[config.mk]
export PLATFORM = sky130hd
export DESIGN_NAME = dma2_page_mover
export DESIGN_NICKNAME = d
export VERILOG_FILES = /design/src/rtl/dma2_pkg.sv /design/src/rtl/dma2_byte_ctr.sv /design/src/rtl/dma2_page_buf.sv /design/src/rtl/dma2_seq.sv /design/src/rtl/dma2_page_mover.sv
export SDC_FILE = /design/constraint.sdc
export NUM_CORES = 2
export LEC_CHECK = 0
export BUFFER_PORTS_ARGS = -buffer_cell sky130_fd_sc_hd__buf_2
export CORE_ASPECT_RATIO = 0.5
export CORE_MARGIN = 1.5
export CORE_UTILIZATION = 55
export CTS_CLUSTER_DIAMETER = 40
export DETAILED_ROUTE_END_ITERATION = 10
export PLACE_DENSITY_LB_ADDON = 0.3
export SYNTH_ARGS = -nofsm -noshare
export SYNTH_HDL_FRONTEND = slang
export SYNTH_SLANG_ARGS = --single-unit
export TNS_END_PERCENT = 20
[constraint.sdc]
create_clock -name clk -period 9 [get_ports clk]
set_input_delay 1.8 -clock clk [delete_from_list [all_inputs] [get_ports clk]]
set_output_delay 1.8 -clock clk [all_outputs]
set_load 0.01 [all_outputs]
[src/rtl/dma2_pkg.sv]
package dma2_pkg;

  typedef enum logic [1:0] {
    STG_IDLE   = 2'd0,
    STG_FIRST  = 2'd1,
    STG_SECOND = 2'd2,
    STG_DONE   = 2'd3
  } stage_e;

  localparam int ST_INT = 0;
  localparam int ST_MEM = 1;
  localparam int ST_ERR = 2;
  localparam int ST_W   = 3;

endpackage

[src/rtl/dma2_byte_ctr.sv]
module dma2_byte_ctr #(
  parameter int PAGE_BYTES = 512,
  localparam int IW = $clog2(PAGE_BYTES)
) (
  input  logic          clk,
  input  logic          rst_n,
  input  logic          clr_i,
  input  logic          step_i,
  output logic [IW-1:0] idx_o,
  output logic          last_o
);

  logic [IW-1:0] idx_q, idx_d;
  logic          idx_en;

  assign last_o = (idx_q == IW'(PAGE_BYTES - 1));
  assign idx_en = clr_i | step_i;

  always_comb begin
    if (clr_i)       idx_d = '0;
    else if (last_o) idx_d = '0;
    else             idx_d = idx_q + 1'b1;
  end

  always_ff @(posedge clk or negedge rst_n) begin
    if (!rst_n)      idx_q <= '0;
    else if (idx_en) idx_q <= idx_d;
  end

  assign idx_o = idx_q;


  ctr_step_chk: assert property (@(posedge clk) disable iff (!rst_n)
    (step_i && !clr_i && !last_o) |=> (idx_q == $past(idx_q) + 1'b1));


  ctr_wrap_chk: assert property (@(posedge clk) disable iff (!rst_n)
    (step_i && last_o) |=> (idx_q == '0));

endmodule

[src/rtl/dma2_page_buf.sv]
module dma2_page_buf #(
  parameter int PAGE_BYTES = 512,
  parameter int DW = 8,
  localparam int IW = $clog2(PAGE_BYTES)
) (
  input  logic          clk,
  input  logic          we_i,
  input  logic [IW-1:0] addr_i,
  input  logic [DW-1:0] wdata_i,
  output logic [DW-1:0] rdata_o
);

  logic [DW-1:0] mem_q [PAGE_BYTES];

  always_ff @(posedge clk) begin
    if (we_i) mem_q[addr_i] <= wdata_i;
  end

  assign rdata_o = mem_q[addr_i];

endmodule

[src/rtl/dma2_seq.sv]
module dma2_seq
  import dma2_pkg::*;
#(
  parameter int AW = 32,
  parameter logic [AW-1:0] SAFE_ADDR = AW'('h1000)
) (
  input  logic            clk,
  input  logic            rst_n,
  input  logic            start_i,
  input  logic            dir_rd_i,
  input  logic [AW-1:0]   host_addr_i,
  input  logic            err_i,
  input  logic            leg_done_i,
  input  logic            sts_clr_we_i,
  input  logic [ST_W-1:0] sts_clr_i,
  output logic            ctl_rd_o,
  output logic            ctl_int_o,
  output logic            ctl_mem_o,
  output logic [1:0]      stage_o,
  output logic [AW-1:0]   addr_o,
  output logic [ST_W-1:0] en_o,
  output logic [ST_W-1:0] sts_o,
  output logic            start_rej_o
);

  stage_e          stage_q, stage_d, stage_inc;
  logic            rd_q, rd_d, int_q, int_d, mem_q, mem_d;
  logic [AW-1:0]   addr_q, addr_d, host_q, host_d;
  logic [ST_W-1:0] en_q, en_d, sts_q, sts_d;
  logic            rej_q, rej_d;
  logic            active, cfg_upd;

  assign active    = (stage_q != STG_IDLE);
  assign cfg_upd   = active ? (err_i | leg_done_i) : start_i;
  assign stage_inc = stage_e'(stage_q + 2'd1);

  always_comb begin
    stage_d = stage_q;
    rd_d    = rd_q;
    int_d   = int_q;
    mem_d   = mem_q;
    addr_d  = addr_q;
    host_d  = host_q;
    en_d    = en_q;
    rej_d   = start_i & active;
    sts_d   = sts_q & ~(sts_clr_we_i ? sts_clr_i : '0);

    if (active && err_i) begin
      sts_d[ST_ERR] = sts_d[ST_ERR] | en_q[ST_ERR];
      stage_d = STG_IDLE;
      rd_d    = 1'b0;
      int_d   = 1'b0;
      mem_d   = 1'b0;
      en_d    = '0;
      addr_d  = SAFE_ADDR;
    end else if (!active && start_i) begin
      stage_d = STG_FIRST;
      rd_d    = dir_rd_i;
      int_d   = dir_rd_i;
      mem_d   = ~dir_rd_i;
      host_d  = host_addr_i;
      addr_d  = dir_rd_i ? SAFE_ADDR : host_addr_i;
      en_d    = '1;
    end else if (active && leg_done_i) begin
      sts_d[ST_INT] = sts_d[ST_INT] | (int_q & en_q[ST_INT]);
      sts_d[ST_MEM] = sts_d[ST_MEM] | (mem_q & en_q[ST_MEM]);
      if (stage_inc == STG_DONE) begin
        stage_d = STG_IDLE;
        rd_d    = 1'b0;
        int_d   = 1'b0;
        mem_d   = 1'b0;
        en_d    = '0;
        addr_d  = SAFE_ADDR;
      end else begin
        stage_d = stage_inc;
        int_d   = ~int_q;
        mem_d   = ~mem_q;
        addr_d  = int_q ? host_q : SAFE_ADDR;
      end
    end
  end

  always_ff @(posedge clk or negedge rst_n) begin
    if (!rst_n) begin
      stage_q <= STG_IDLE;
      rd_q    <= 1'b0;
      int_q   <= 1'b0;
      mem_q   <= 1'b0;
      addr_q  <= SAFE_ADDR;
      host_q  <= SAFE_ADDR;
      en_q    <= '0;
      sts_q   <= '0;
      rej_q   <= 1'b0;
    end else begin
      if (cfg_upd) begin
        stage_q <= stage_d;
        rd_q    <= rd_d;
        int_q   <= int_d;
        mem_q   <= mem_d;
        addr_q  <= addr_d;
        host_q  <= host_d;
        en_q    <= en_d;
      end
      sts_q <= sts_d;
      rej_q <= rej_d;
    end
  end

  assign ctl_rd_o    = rd_q;
  assign ctl_int_o   = int_q;
  assign ctl_mem_o   = mem_q;
  assign stage_o     = stage_q;
  assign addr_o      = addr_q;
  assign en_o        = en_q;
  assign sts_o       = sts_q;
  assign start_rej_o = rej_q;


  leg_sel_one_chk: assert property (@(posedge clk) disable iff (!rst_n)
    active |-> ($countones({int_q, mem_q}) == 1));


  idle_ctl_zero_chk: assert property (@(posedge clk) disable iff (!rst_n)
    !active |-> ({rd_q, int_q, mem_q, en_q} == '0));


  rd_first_int_chk: assert property (@(posedge clk) disable iff (!rst_n)
    (!active && start_i && dir_rd_i) |=> (int_q && stage_q == STG_FIRST));


  wr_first_mem_chk: assert property (@(posedge clk) disable iff (!rst_n)
    (!active && start_i && !dir_rd_i) |=> (mem_q && stage_q == STG_FIRST));


  second_arm_chk: assert property (@(posedge clk) disable iff (!rst_n)
    (stage_q == STG_FIRST && leg_done_i && !err_i) |=>
      (stage_q == STG_SECOND && int_q == !$past(int_q)));


  err_abort_chk: assert property (@(posedge clk) disable iff (!rst_n)
    (active && err_i) |=> (stage_q == STG_IDLE && addr_q == SAFE_ADDR && en_q == '0));


  int_leg_park_chk: assert property (@(posedge clk) disable iff (!rst_n)
    int_q |-> (addr_q == SAFE_ADDR));


  busy_rej_chk: assert property (@(posedge clk) disable iff (!rst_n)
    (active && start_i && !err_i && !leg_done_i) |=> (rej_q && $stable(host_q) && $stable(rd_q)));

endmodule

[src/rtl/dma2_page_mover.sv]
module dma2_page_mover
  import dma2_pkg::*;
#(
  parameter int AW = 32,
  parameter int PAGE_BYTES = 512,
  parameter logic [AW-1:0] SAFE_ADDR = AW'('h1000),
  localparam int IW = $clog2(PAGE_BYTES)
) (
  input  logic            clk,
  input  logic            rst_n,
  input  logic            start_i,
  input  logic            dir_rd_i,
  input  logic [AW-1:0]   host_addr_i,
  input  logic            err_i,
  input  logic            sts_clr_we_i,
  input  logic [ST_W-1:0] sts_clr_i,
  output logic            mem_req_o,
  output logic            mem_we_o,
  output logic [AW-1:0]   mem_addr_o,
  output logic [7:0]      mem_wdata_o,
  input  logic            mem_gnt_i,
  input  logic [7:0]      mem_rdata_i,
  output logic            fl_req_o,
  output logic            fl_we_o,
  output logic [7:0]      fl_wdata_o,
  input  logic            fl_gnt_i,
  input  logic [7:0]      fl_rdata_i,
  output logic            ctl_rd_o,
  output logic            ctl_int_o,
  output logic            ctl_mem_o,
  output logic [1:0]      stage_o,
  output logic [AW-1:0]   dma_addr_o,
  output logic [ST_W-1:0] irq_en_o,
  output logic [ST_W-1:0] sts_o,
  output logic            irq_o,
  output logic            busy_o
  ,output logic           start_rej_o
);

  logic          rst_meta_q, rst_sync_q;
  logic          xfer_int, xfer_mem, step, last, leg_done;
  logic          buf_we;
  logic [IW-1:0] idx;
  logic [7:0]    buf_wdata, buf_rdata;

  always_ff @(posedge clk or negedge rst_n) begin
    if (!rst_n) begin
      rst_meta_q <= 1'b0;
      rst_sync_q <= 1'b0;
    end else begin
      rst_meta_q <= 1'b1;
      rst_sync_q <= rst_meta_q;
    end
  end

  assign fl_req_o  = ctl_int_o;
  assign fl_we_o   = ctl_int_o & ~ctl_rd_o;
  assign mem_req_o = ctl_mem_o;
  assign mem_we_o  = ctl_mem_o & ctl_rd_o;

  assign xfer_int  = fl_req_o & fl_gnt_i;
  assign xfer_mem  = mem_req_o & mem_gnt_i;
  assign step      = xfer_int | xfer_mem;
  assign leg_done  = step & last;

  assign buf_we    = (xfer_int & ctl_rd_o) | (xfer_mem & ~ctl_rd_o);
  assign buf_wdata = ctl_rd_o ? fl_rdata_i : mem_rdata_i;

  assign fl_wdata_o  = buf_rdata;
  assign mem_wdata_o = buf_rdata;
  assign mem_addr_o  = dma_addr_o + AW'(idx);
  assign busy_o      = (stage_o != 2'd0);
  assign irq_o       = |sts_o;

  dma2_byte_ctr #(.PAGE_BYTES(PAGE_BYTES)) u_ctr (
    .clk    (clk),
    .rst_n  (rst_sync_q),
    .clr_i  (~busy_o),
    .step_i (step),
    .idx_o  (idx),
    .last_o (last)
  );

  dma2_page_buf #(.PAGE_BYTES(PAGE_BYTES), .DW(8)) u_buf (
    .clk     (clk),
    .we_i    (buf_we),
    .addr_i  (idx),
    .wdata_i (buf_wdata),
    .rdata_o (buf_rdata)
  );

  dma2_seq #(.AW(AW), .SAFE_ADDR(SAFE_ADDR)) u_seq (
    .clk          (clk),
    .rst_n        (rst_sync_q),
    .start_i      (start_i),
    .dir_rd_i     (dir_rd_i),
    .host_addr_i  (host_addr_i),
    .err_i        (err_i),
    .leg_done_i   (leg_done),
    .sts_clr_we_i (sts_clr_we_i),
    .sts_clr_i    (sts_clr_i),
    .ctl_rd_o     (ctl_rd_o),
    .ctl_int_o    (ctl_int_o),
    .ctl_mem_o    (ctl_mem_o),
    .stage_o      (stage_o),
    .addr_o       (dma_addr_o),
    .en_o         (irq_en_o),
    .sts_o        (sts_o),
    .start_rej_o  (start_rej_o)
  );


  idle_no_req_chk: assert property (@(posedge clk) disable iff (!rst_sync_q)
    !busy_o |-> (!fl_req_o && !mem_req_o && !buf_we));


  sts_gated_chk: assert property (@(posedge clk) disable iff (!rst_sync_q)
    (!busy_o && !start_i) |=> ((sts_o & ~$past(sts_o)) == '0));

endmodule

# Word level (Yosys, flattened, before mapping)
# Memory sizes are Yosys's and may differ from the RTL's.
# Index checks and enable logic that the tools add are counted.
# totals
reg_bits,87
ramBits,4096
input_bits,59
mem_count,1
# op_classes
addsub,3
n_eq_ne,2
muxes,37
bitwise,25
n_reduce_logical,11
# mem_list
memory,words,width,rd,rd_ports_with_merged_regs,wr,line,source
u_buf.mem_q,512,8,1,0,1,dma2_page_buf.sv:13,logic [DW-1:0] mem_q [PAGE_BYTES];
# op_table
op,count
two-way mux 32 bit,6
adder 32 x 9 -> 32 bit,1
two-way mux 9 bit,2
two-way mux 1 bit,16
two-way mux 3 bit,5
two-way mux 2 bit,7
AND 1 bit,10
adder 9 x 1 -> 9 bit (second input constant),1
== test 9 bit (second input constant),1
two-way mux 8 bit,1
OR 1 bit,7
inverter 1 bit,6
AND reduction 3 bit,2
nonzero test 3 bit,2
AND 3 bit,1
logical AND 1 bit,3
inverter 3 bit,1
OR reduction 3 bit,1
adder 2 x 1 -> 2 bit (second input constant),1
== test 2 bit (second input constant),1
AND reduction 2 bit,1
nonzero test 2 bit,1
logical NOT 1 bit,1

# Logic depth before layout (Yosys ltp)
# depth
ltp_word,7
mapped_depth,16

# Modules after synthesis
# From an unflattened synthesis, not the netlist that was laid out.
# hier_totals
cells_unflattened,8012
hier_area_um2,162901.2
# modules_own_cells
mod,n_inst,cells_each,area_per_inst_um2,seq_area_each_um2
dma2_page_buf,1,7567,158199.2,122998.0
dma2_seq,1,256,3124.2,1854.3
dma2_page_mover,1,136,1079.8,50.0
dma2_byte_ctr,1,53,498.0,225.2

# Worst setup path after synthesis
# Ideal clock, no wire load.
# synth_timing
kind,input -> register
startpoint,in fl_rdata_i[0]
endpoint,"mem u_buf.mem_q[0][0], data pin"
setup_ns,0.912
t_arrival_ns,5.346
t_required_ns,8.088
setup_slack_ns,2.742
path_stages,1
path_cell_list,mux2_2
# synth_via
elab_chain_len,1
# synth_rtl
element,line,source
"start, declared",dma2_page_mover.sv:27,"input logic [7:0] fl_rdata_i,"
two-way mux 8 bit,dma2_page_mover.sv:67,assign buf_wdata = ctl_rd_o ? fl_rdata_i : mem_rdata_i;
"end, declared",dma2_page_buf.sv:13,
# No other way between the ends.

# Worst setup path after layout
# layout_timing
startpoint,"reg u_ctr.idx_q[0], in the netlist u_ctr.idx_o[0]"
endpoint,out fl_wdata_o[6]
# layout_via
elab_chain_len,1
# layout_rtl
element,line,source
"start, declared",dma2_byte_ctr.sv:13,"logic [IW-1:0] idx_q, idx_d;"
"start signal, assigned",dma2_byte_ctr.sv:27,else if (idx_en) idx_q <= idx_d;
memory read (512 x 8 bit),-,
"end, declared",dma2_page_mover.sv:25,"output logic [7:0] fl_wdata_o,"
# No other way between the ends.

==> summary.txt <==
cell row count -> 141
Slew @ Worst Pin -> 1.43 ns
setup bufs post-CTS -> 0
Layout area overhead -> 11.2%
1st-iter DRT viols -> 14500
Peak VDD IR -> 0.181 mV
critical path class -> reg -> out
Die ar. -> 300000 µm²
final setup fails -> 0
Die W -> 773 µm
WP data arrival -> 6.83 ns
Yosys cell types -> 72
Power Total -> 50.5 mW
worst r2r path cells -> 7
gr ovfl total -> 0
drc violations -> 0
Setup WS pre-CTS -> 1.56 ns
Max Cap Viol -> 0
Pre-antenna DRT Iters -> 7
initial antenna violation count -> 25
DR vias -> 85100
Tmin final -> 8.63 ns
Starting Density -> 0.552
CP endpoint kind -> primary output
Post-synth EDFFs -> 4096
Final Skew -> 0.0579 ns
CP Max Fanout -> 48
worst relative slew slack -> 0.0398
Leak Pwr -> 55.7 nW
Synth Warn # -> 0
Post-Route WL -> 461000 µm
CTS tree -> yes
FMAX -> 116 MHz
final std cells w/o fill -> 12200
Core ar. -> 295000 µm²
Tcrit/Tclk final -> 0.959
status -> completed
flop2flop setup slack -> 3.34 ns
fin util -> 0.614
dpl cell area -> 169000 µm²
Detailed Place HPWL -> 282000 µm
placed insts -> 11500
RSZ-0062 raised after global routing -> false
synthesized area -> 163000 µm²
Top Ports -> 157
clock network latency to the later pin of the worst-skew pair -> 0.96 ns
PD cells -> 279 nW/µm²
# nets final -> 8074
Hold Slack -> 0.159 ns
largest net degree at the start of global routing -> 209
#FFs+latches synth -> 4181
setup TNS -> 0 ns
syn_area_per_cell -> 21.1 µm²
per-cell routed wire length -> 37.6 µm
global-route wire length before repair -> 638000 µm
setup ws final -> 0.369 ns
Hold/Removal Path Class -> reg -> async
Design Area, Final -> 181000 µm²
Worst setup SP type -> flip-flop
Worst EP required -> 7.20 ns
FFs w/ async S/R, synth -> 0.0203
worst r2r src -> u_ctr.idx_o[0]$_DFFE_PN0P_
CTS buffer count -> 381
port bufs -> 156
Synth Instances -> 7712
Clk pin slew, worst setup/hold paths -> 0.07 ns
dominant synthesized flop cell -> edfxtp_1
DIE HEIGHT -> 388 µm
hold_buf cts -> 0
RR Endpoint -> u_buf.mem_q[418][5]$_DFFE_PP_
Pins Over Slew Limit -> 0
GR Util All Layers -> 0.304
GPL Wtd Cong -> 0.980
Hold Fails Final Rpt -> 0
sequential element share of the synthesized area -> 0.767
Max clock buf depth -> 4
Vias/cell -> 6.95
post-route antenna net violation count -> 0
root buffer selected by CTS -> clkbuf_16
H-tree depth -> 5
Resize count post-CTS -> 0
share of cells above drive strength 1 -> 0.250
Synthesized Nets -> 7786
CTS sink cnt -> 4181
number of global-route vias before repair -> 80800
layer usage:
layer | track usage | vias up | wire length, µm
li1 | - | 32600 | -
met1 | 0.444 | 44700 | 171000
met2 | 0.419 | 6726 | 195000
met3 | 0.120 | 1003 | 74700
met4 | 0.111 | 28 | 20100
met5 | 0.00316 | - | 369
registers in the layout, indices dropped and copies added, names as in the netlist:
signal,cells
rst_meta_q,1
rst_sync_q,1
u_buf.mem_q,4096
u_ctr.idx_o,9
u_seq.addr_o,32
u_seq.ctl_int_o,1
u_seq.ctl_mem_o,1
u_seq.ctl_rd_o,1
u_seq.en_o,1
u_seq.host_q,32
u_seq.stage_o,2
u_seq.start_rej_o,1
u_seq.sts_o,3
power by group:
part | internal [mW] | switching [mW] | total [mW]
Clock | 8.92 | 7.33 | 16.2
Combinational | 4.41 | 6.69 | 11.1
Sequential | 22.9 | 0.289 | 23.2
cell usage after synthesis, types with 10 or more instances:
cell type  number  share of area
nor3_1         32        0.00098
nand2_1       339         0.0078
mux4_1         14         0.0023
mux2_2         25         0.0017
nor4_1         12        0.00046
buf_1          59         0.0014
o21ai_0        71         0.0022
and3_1         17        0.00065
mux4_2       1049           0.14
buf_6          37         0.0026
nand4_1        27         0.0010
buf_4          51         0.0023
nand2b_1       12        0.00046
a2111oi_0      11        0.00059
xnor2_1        27         0.0015
a32oi_1        30         0.0016
nor2b_1        24        0.00092
a211oi_1       13        0.00060
and2_1         11        0.00042
a31oi_1        11        0.00042
nor2_1        584          0.013
clkbuf_1      207         0.0048
dfrtp_1        83          0.013
buf_2         130         0.0040
ha_1           14         0.0011
o22ai_1        47         0.0018
nand3_1       101         0.0031
inv_1          10        0.00023
a22oi_1       119         0.0055
a21oi_1        68         0.0021
mux2i_1       212          0.013
a221oi_1       25         0.0013
a22o_1         31         0.0017
edfxtp_1     4096           0.75
area by class of cell:
type                    count  area [µm²]
clock inverters           223        2250
well taps                3932        4920
diodes                      9        22.5
multi-input cells        3033       35900
inverters                  11        51.3
fillers                 19700      114000
flip-flops and latches   4181      125000
repair buffers            392        3040
clock buffers             465        9980
layout by cell type (no fill, tap or decap), types with 28 or more instances in the layout:
cell type | Yosys | layout
clkinv_2 | 0 | 49
nor2_1 | 584 | 577
o22ai_1 | 47 | 47
clkbuf_16 | 0 | 387
clkbuf_1 | 207 | 78
a22oi_1 | 119 | 119
nand2_1 | 339 | 339
nand3_1 | 101 | 85
mux4_2 | 1049 | 1049
clkinv_1 | 1 | 62
buf_2 | 130 | 156
a22o_1 | 31 | 31
edfxtp_1 | 4096 | 4096
buf_4 | 51 | 197
o21ai_0 | 71 | 71
mux2i_1 | 212 | 212
nor3_1 | 32 | 28
a21oi_1 | 68 | 67
a32oi_1 | 30 | 30
buf_12 | 2 | 39
bufinv_16 | 0 | 33
dfrtp_1 | 83 | 75
logic make-up (layout without fill, tap and decap cells):
| kind of cell | Yosys count | count (layout) | synth area share |
|---|---|---|---|
| AOI/OAI and AO/OA | 487 | 487 | 0.0209 |
| xor gates and xnor gates | 30 | 30 | 0.00161 |
| adders and majority gates | 15 | 15 | 0.00120 |
| buffers and inverters | 498 | 1091 | 0.0156 |
| DFF | 4181 | 4181 | 0.767 |
| muxes | 1300 | 1300 | 0.162 |
| other | 1 | 10 | 0.0000230 |
| and+or+nand+nor | 1200 | 1200 | 0.0312 |
worst max-delay path by stage:
stage                                     from                     endpoint  depth (start not counted)  slack, ns
floorplan                        fl_rdata_i[0]  u_buf.mem_q[0][0]$_DFFE_PP_                          1       2.74
global placement    u_ctr.idx_o[0]$_DFFE_PN0P_                fl_wdata_o[5]                         11       1.47
detailed placement  u_ctr.idx_o[0]$_DFFE_PN0P_                fl_wdata_o[5]                         11       1.56
CTS                 u_ctr.idx_o[0]$_DFFE_PN0P_                fl_wdata_o[5]                         11       0.56
global route        u_ctr.idx_o[0]$_DFFE_PN0P_                fl_wdata_o[6]                          9       0.54
finish              u_ctr.idx_o[0]$_DFFE_PN0P_                fl_wdata_o[6]                          9       0.37
worst max-delay path: stages, from the launching register on:
cell and delay, ns:
dfrtp_4 1.18, buf_12 0.35, buf_12 0.38, mux4_2 0.56, a22o_1 0.26, a221oi_1 0.76
o22ai_1 0.27, a2111oi_0 1.16, nand3_1 0.52, buf_2 0.32
Note: power is estimated with default switching activity, not from simulation.
